**src/rtl/hmb_pkg.sv**
```systemverilog
package hmb_pkg;
  typedef enum logic [1:0] {
    SEL_NONE = 2'd0,
    SEL_DATA = 2'd1,
    SEL_STAT = 2'd2,
    SEL_MASK = 2'd3
  } hmb_sel_e;
endpackage

```
**src/rtl/hmb_decode.sv**
```systemverilog
module hmb_decode
  import hmb_pkg::*;
#(
  parameter int unsigned N_REG = 6,
  parameter int unsigned AW = 14,
  parameter logic [AW-1:0] DATA_BASE = 14'h3FE0,
  parameter logic [AW-1:0] STAT_ADDR = 14'h3FE6,
  parameter logic [AW-1:0] MASK_ADDR = 14'h3FE8
) (
  input  logic [AW-1:0]    addr_i,
  output hmb_sel_e         sel_o,
  output logic [N_REG-1:0] data_hit_o
);
  for (genvar n = 0; n < N_REG; n++) begin : g_hit
    localparam logic [AW-1:0] WordAddr = DATA_BASE + AW'(n);
    assign data_hit_o[n] = (addr_i == WordAddr);
  end

  always_comb begin
    if (|data_hit_o)              sel_o = SEL_DATA;
    else if (addr_i == STAT_ADDR) sel_o = SEL_STAT;
    else if (addr_i == MASK_ADDR) sel_o = SEL_MASK;
    else                          sel_o = SEL_NONE;
  end
endmodule

```
**src/rtl/hmb_regfile.sv**
```systemverilog
module hmb_regfile #(
  parameter int unsigned N_REG = 6,
  parameter int unsigned DW = 16
) (
  input  logic             clk_i,
  input  logic             rst_ni,
  input  logic [N_REG-1:0] host_we_i,
  input  logic [DW-1:0]    host_wdata_i,
  input  logic [N_REG-1:0] host_re_i,
  output logic [DW-1:0]    host_rdata_o,
  input  logic [N_REG-1:0] core_we_i,
  input  logic [N_REG-1:0] core_sel_i,
  input  logic [DW-1:0]    core_wdata_i,
  output logic [DW-1:0]    core_rdata_o
);
  logic [DW-1:0] word_q [N_REG];

  for (genvar n = 0; n < N_REG; n++) begin : g_word
    logic [DW-1:0] q;
    // host side has priority on a same-cycle write collision
    always_ff @(posedge clk_i or negedge rst_ni) begin
      if (!rst_ni)           q <= '0;
      else if (host_we_i[n]) q <= host_wdata_i;
      else if (core_we_i[n]) q <= core_wdata_i;
    end
    assign word_q[n] = q;
  end

  always_comb begin
    host_rdata_o = '0;
    core_rdata_o = '0;
    for (int n = 0; n < N_REG; n++) begin
      host_rdata_o |= {DW{host_re_i[n]}} & word_q[n];
      core_rdata_o |= {DW{core_sel_i[n]}} & word_q[n];
    end
  end
endmodule

```
**src/rtl/hmb_pending.sv**
```systemverilog
module hmb_pending #(
  parameter int unsigned N_REG = 6
) (
  input  logic             clk_i,
  input  logic             rst_ni,
  input  logic [N_REG-1:0] set_i,
  input  logic [N_REG-1:0] clr_i,
  output logic [N_REG-1:0] pend_o
);
  for (genvar n = 0; n < N_REG; n++) begin : g_flag
    logic f_q;
    // set beats clear so no host event is lost
    always_ff @(posedge clk_i or negedge rst_ni) begin
      if (!rst_ni)       f_q <= 1'b0;
      else if (set_i[n]) f_q <= 1'b1;
      else if (clr_i[n]) f_q <= 1'b0;
    end
    assign pend_o[n] = f_q;
  end
endmodule

```
**src/rtl/hmb_irq.sv**
```systemverilog
module hmb_irq #(
  parameter int unsigned N_REG = 6
) (
  input  logic             clk_i,
  input  logic             rst_ni,
  input  logic             mask_we_i,
  input  logic [N_REG-1:0] mask_wr_d_i,
  input  logic [N_REG-1:0] mask_rd_d_i,
  input  logic [N_REG-1:0] wr_pend_i,
  input  logic [N_REG-1:0] rd_pend_i,
  output logic [N_REG-1:0] mask_wr_o,
  output logic [N_REG-1:0] mask_rd_o,
  output logic             irq_hwr_o,
  output logic             irq_hrd_o
);
  logic [N_REG-1:0] mask_wr_q, mask_rd_q;

  always_ff @(posedge clk_i or negedge rst_ni) begin
    if (!rst_ni) begin
      mask_wr_q <= '0;
      mask_rd_q <= '0;
    end else if (mask_we_i) begin
      mask_wr_q <= mask_wr_d_i;
      mask_rd_q <= mask_rd_d_i;
    end
  end

  always_ff @(posedge clk_i or negedge rst_ni) begin
    if (!rst_ni) begin
      irq_hwr_o <= 1'b0;
      irq_hrd_o <= 1'b0;
    end else begin
      irq_hwr_o <= |(wr_pend_i & mask_wr_q);
      irq_hrd_o <= |(rd_pend_i & mask_rd_q);
    end
  end

  assign mask_wr_o = mask_wr_q;
  assign mask_rd_o = mask_rd_q;
endmodule

```
**src/rtl/hmb_ctrl.sv**
```systemverilog
module hmb_ctrl
  import hmb_pkg::*;
#(
  parameter int unsigned N_REG = 6,
  parameter int unsigned DW = 16,
  parameter int unsigned AW = 14,
  parameter logic [AW-1:0] DATA_BASE = 14'h3FE0,
  parameter logic [AW-1:0] STAT_ADDR = 14'h3FE6,
  parameter logic [AW-1:0] MASK_ADDR = 14'h3FE8,
  parameter logic [AW-1:0] HWR_VEC = 14'h0008,
  parameter logic [AW-1:0] HRD_VEC = 14'h000C
) (
  input  logic             clk_i,
  input  logic             rst_ni,
  input  logic [N_REG-1:0] host_wr_i,
  input  logic [N_REG-1:0] host_rd_i,
  input  logic [DW-1:0]    host_wdata_i,
  output logic [DW-1:0]    host_rdata_o,
  input  logic [AW-1:0]    core_addr_i,
  input  logic             core_wr_i,
  input  logic             core_rd_i,
  input  logic [DW-1:0]    core_wdata_i,
  output logic [DW-1:0]    core_rdata_o,
  output logic             irq_hwr_o,
  output logic             irq_hrd_o,
  output logic [AW-1:0]    vec_hwr_o,
  output logic [AW-1:0]    vec_hrd_o
);
  localparam int unsigned Half = DW / 2;

  hmb_sel_e         sel;
  logic [N_REG-1:0] data_hit, core_rd_clr, core_wr_clr;
  logic [N_REG-1:0] wr_pend, rd_pend, mask_wr, mask_rd;
  logic [DW-1:0]    data_rdata, status_w, mask_w;
  logic             mask_we;

  hmb_decode #(
    .N_REG(N_REG), .AW(AW), .DATA_BASE(DATA_BASE),
    .STAT_ADDR(STAT_ADDR), .MASK_ADDR(MASK_ADDR)
  ) i_decode (
    .addr_i    (core_addr_i),
    .sel_o     (sel),
    .data_hit_o(data_hit)
  );

  assign core_rd_clr = data_hit & {N_REG{core_rd_i}};
  assign core_wr_clr = data_hit & {N_REG{core_wr_i}};
  assign mask_we     = core_wr_i && (sel == SEL_MASK);

  hmb_regfile #(.N_REG(N_REG), .DW(DW)) i_regfile (
    .clk_i       (clk_i),
    .rst_ni      (rst_ni),
    .host_we_i   (host_wr_i),
    .host_wdata_i(host_wdata_i),
    .host_re_i   (host_rd_i),
    .host_rdata_o(host_rdata_o),
    .core_we_i   (core_wr_clr),
    .core_sel_i  (data_hit),
    .core_wdata_i(core_wdata_i),
    .core_rdata_o(data_rdata)
  );

  hmb_pending #(.N_REG(N_REG)) i_pend_wr (
    .clk_i (clk_i),
    .rst_ni(rst_ni),
    .set_i (host_wr_i),
    .clr_i (core_rd_clr),
    .pend_o(wr_pend)
  );

  hmb_pending #(.N_REG(N_REG)) i_pend_rd (
    .clk_i (clk_i),
    .rst_ni(rst_ni),
    .set_i (host_rd_i),
    .clr_i (core_wr_clr),
    .pend_o(rd_pend)
  );

  hmb_irq #(.N_REG(N_REG)) i_irq (
    .clk_i      (clk_i),
    .rst_ni     (rst_ni),
    .mask_we_i  (mask_we),
    .mask_wr_d_i(core_wdata_i[N_REG-1:0]),
    .mask_rd_d_i(core_wdata_i[Half+:N_REG]),
    .wr_pend_i  (wr_pend),
    .rd_pend_i  (rd_pend),
    .mask_wr_o  (mask_wr),
    .mask_rd_o  (mask_rd),
    .irq_hwr_o  (irq_hwr_o),
    .irq_hrd_o  (irq_hrd_o)
  );

  always_comb begin
    status_w = '0;
    status_w[N_REG-1:0] = wr_pend;
    status_w[Half+:N_REG] = rd_pend;
    mask_w = '0;
    mask_w[N_REG-1:0] = mask_wr;
    mask_w[Half+:N_REG] = mask_rd;
  end

  always_comb begin
    unique case (sel)
      SEL_DATA: core_rdata_o = data_rdata;
      SEL_STAT: core_rdata_o = status_w;
      SEL_MASK: core_rdata_o = mask_w;
      default:  core_rdata_o = '0;
    endcase
  end

  assign vec_hwr_o = HWR_VEC;
  assign vec_hrd_o = HRD_VEC;
endmodule

```
**config.mk**
```make
export PLATFORM = sky130hd
export DESIGN_NAME = hmb_ctrl
export DESIGN_NICKNAME = d
export VERILOG_FILES = /design/src/rtl/hmb_pkg.sv /design/src/rtl/hmb_decode.sv /design/src/rtl/hmb_regfile.sv /design/src/rtl/hmb_pending.sv /design/src/rtl/hmb_irq.sv /design/src/rtl/hmb_ctrl.sv
export SDC_FILE = /design/constraint.sdc
export NUM_CORES = 1
export LEC_CHECK = 0
export BUFFER_PORTS_ARGS = -buffer_cell sky130_fd_sc_hd__clkbuf_2
export CORE_MARGIN = 2
export CORE_UTILIZATION = 55
export DETAILED_ROUTE_END_ITERATION = 7
export GPL_TIMING_DRIVEN = 0
export PLACE_DENSITY = 0.83
export SYNTH_ARGS = -nofsm -noshare
export SYNTH_HDL_FRONTEND = slang
export SYNTH_SLANG_ARGS = --single-unit
```
**constraint.sdc**
```tcl
create_clock -name clk_i -period 2.6 [get_ports clk_i]
set_input_delay 0.39 -clock clk_i [delete_from_list [all_inputs] [get_ports clk_i]]
set_output_delay 0.39 -clock clk_i [all_outputs]
set_load 0.02 [all_outputs]
```
==> results_dict.tcl <==
set metrics [dict create \
    htree_levels 4 \
    drt-initial-drc-count 1155 \
    core-area_sq_um 13100 \
    worstReg2RegStart "i_pend_rd.g_flag[4].f_q$_DFFE_PN0P_" \
    hold_viol_final 0 \
    yosys-top-cells-count "dfrtp_1 (122), nand2_1 (115), mux2i_1 (109), o21ai_1 (83), a22oi_1 (65)" \
    max_cap_viol_count 0 \
    grt_pass1_wl_mm 40.2 \
    min_period_over_period 1.02 \
    combPwrFrac 0.177 \
    place_hpwl_mm 17.5 \
    setup_slack_ns -0.0564 \
    antenna_found_initial 0 \
    clock_latency_ns 0.44 \
    fmax_ghz 0.376 \
    yosys.cell_count.top_type "dfrtp_1" \
    p_leak_nw 4.15 \
    synth.avg_cell_area_sq_um 9.49 \
    layout.nets 963 \
    io_buffers 82 \
    violations "setup timing" \
    clock-sinks 122 \
    die_x_um 119 \
    ys.flop_type "dfrtp_1" \
    worstMarginPinSlew_ns 1.13 \
    grt_max_degree 86 \
    drc_errors 0 \
    vias_per_cell 6.75 \
    cp.arrival_ns 2.27 \
    grt_setup_unrepaired "yes" \
    crit_type "input pin to primary output" \
    async_flop_share 1.00 \
    synth-edff-count 0 \
    netlist_top_cells_area "dfrtp_1 (42%), mux2i_1 (15%), a22oi_1 (6.7%)" \
    clock_skew_ns 0.00540 \
    wirelength_mm 27.2 \
    first_pass_iters 6 \
    p_sw_w 0.00166 \
    vdd.ir_drop.worst_mv 0.427 \
    end_kind "primary output" \
    critical_path_peak_fanout 10 \
    cts_tree "yes" \
    crit_start "host_rd_i[2]" \
    fin_crit_ns 2.66 \
    swShare 0.304 \
    drive_above_1_share 0.223 \
    slew_headroom 0.243 \
    wl_per_cell_um 25.0 \
    cp_slowest_cell "clkbuf_1" \
    grtUsageTotal 0.383 \
    place_congestion 1.03 \
    intPower_w 0.00380 \
    root_buffer "clkbuf_16" \
    vias 7353 \
    ys_warn_count 0 \
    synth_top_area_share 0.420 \
    syn_inst 766 \
    holdCritStartpoint "host_wdata_i[7]" \
    numCtsBuffers 17 \
    yosysTopAreaCell "dfrtp_1" \
    start_util 0.556 \
    fill_cells 1053 \
    finalSetupTns_ns -0.0756 \
    crit_top_cell "clkbuf_1" \
    slew_viol_final 0 \
    synth_cell_types 43 \
    crit_required_ns 2.21 \
    diodes 0 \
    ys_ff_latch 122 \
    rows 42 \
    die_h_um 119 \
    yosysSeqAreaShare 0.420 \
    setup_viol 2 \
    power_frac_seq 0.403 \
    cts_buffer_depth 2 \
    clk_pin_slew_ns 0.05 \
    hold_class "input pin to flip-flop" \
    syn2layout_area_growth_pct 19.4 \
    cp_cell_sequence "clkbuf_1 -> clkbuf_1 -> a22oi_1 -> nand3_1 -> clkbuf_2" \
    grt_pass1_vias 6995 \
    power.density_nw_per_um2 629 \
    fin_total_pwr_w 0.00546 \
    syn-cell-area_sq_um 7270 \
    outcome "finished with violations" \
    slowest_delay_ns 0.66 \
    clkPwrFrac 0.420 \
    finish.utilization 0.664 \
    grt-ovfl-total 0 \
    startpoint_type "input pin" \
    ioPinCount 124 \
    dieArea_sq_um 14200 \
    postRouteAntennaNets 0 \
]
-- flip-flops by register name, indices dropped and copies added (netlist names) --
name,count
i_regfile.g_word.q,96
i_pend_rd.g_flag.f_q,6
i_pend_wr.g_flag.f_q,6
i_irq.mask_rd_o,6
i_irq.irq_hrd_o,1
i_irq.irq_hwr_o,1
i_irq.mask_wr_o,6
-- critical path: cells and delay by family --
family	cells	cell delay, ns
compound gates	1	0.25
simple gates	1	0.17
buf+inv	3	1.46
-- power by group through the flow --
| stage | registers, W | logic (W) | clock network (W) |
|---|---|---|---|
| 3_5_place_dp | 0.00222 | 0.000918 | 0 |
| 4_1_cts | 0.00219 | 0.000927 | 0.00227 |
| 5_1_grt | 0.00221 | 0.00102 | 0.00236 |
| 2_1_floorplan | 0.00217 | 0.000588 | 0 |
| 3_3_place_gp | 0.00221 | 0.000888 | 0 |
| 6_report | 0.00220 | 0.000967 | 0.00229 |
-- through the flow --
stage / setup slack [ns] / instances / area [sq um] / hold WS [ns]
detailed placement: -0.122 / 1051 / 8030 / 0.332
floorplan: 0.430 / 792 / 7370 / 0.0944
finish: -0.0564 / 1090 / 8680 / 0.243
global placement: -0.727 / 1050 / 8000 / 0.487
global route: -0.0447 / 1090 / 8680 / 0.265
CTS: 0.0250 / 1087 / 8640 / 0.240
-- kinds of logic (layout without fill, tap and decap cells) --
logic type,after synthesis,in the layout,synth area share
AOI/OAI and AO/OA,233,233,0.199
and+or+nand+nor,188,188,0.122
muxes,129,129,0.187
DFF,122,122,0.420
buffers and inverters,92,214,0.0702
other,2,28,0.00103
-- path summary, 6_finish.rpt --
check                                                       end  slack (ns)  cells after the start
max                                            host_rdata_o[12]       -0.06                      5
min                        i_regfile.g_word[0].q[7]$_DFFE_PN0P_        0.24                      3
max reg2reg                           i_irq.irq_hrd_o$_DFF_PN0_        1.63                      2
min reg2reg                i_regfile.g_word[5].q[6]$_DFFE_PN0P_        0.51                      2
max in group asynchronous  i_regfile.g_word[0].q[8]$_DFFE_PN0P_        1.43                      3
min in group asynchronous  i_regfile.g_word[3].q[5]$_DFFE_PN0P_        0.44                      2
-- metal layers --
layer | routed length, um | share of wire | vias to the layer above | track usage
met5 | 0 | 0 | - | 0
met4 | 1890 | 0.069 | 0 | 0.242
met3 | 4260 | 0.16 | 182 | 0.119
met2 | 11300 | 0.42 | 727 | 0.543
met1 | 9750 | 0.36 | 3424 | 0.510
li1 | - | - | 3020 | -
-- timing repair --
item,CTS,global route
buffers inserted,3,3
hold buffers,1,0
endpoints found under the hold margin,37,0
pin swaps,0,1
endpoints found under the setup margin,12,13
gates resized for setup,7,9
-- placed cells by master, fill, tap and decap left out, drive strengths merged, types with 16 or more instances in the layout --
cell type  Yosys  layout
nand3         27      27
dfrtp        122     122
mux2i        109     109
buf           67      70
a21oi         27      27
nand2        115     115
a22oi         65      65
o21ai        106     106
clkbuf        25     129
mux2          16      16
conb           2      28
-- cell type report --
| class | instances | area [sq um] | area share |
|---|---|---|---|
| Multi-Input combinational cell | 578 | 3810 | 0.439 |
| Buffer | 92 | 536 | 0.0617 |
| Timing Repair Buffer | 90 | 502 | 0.0578 |
| Clock inverter | 14 | 131 | 0.0151 |
| Clock buffer | 18 | 429 | 0.0494 |
| Sequential cell | 122 | 3050 | 0.352 |
| Tap cell | 176 | 220 | 0.0254 |
Note: power is estimated with default switching activity, not from simulation.
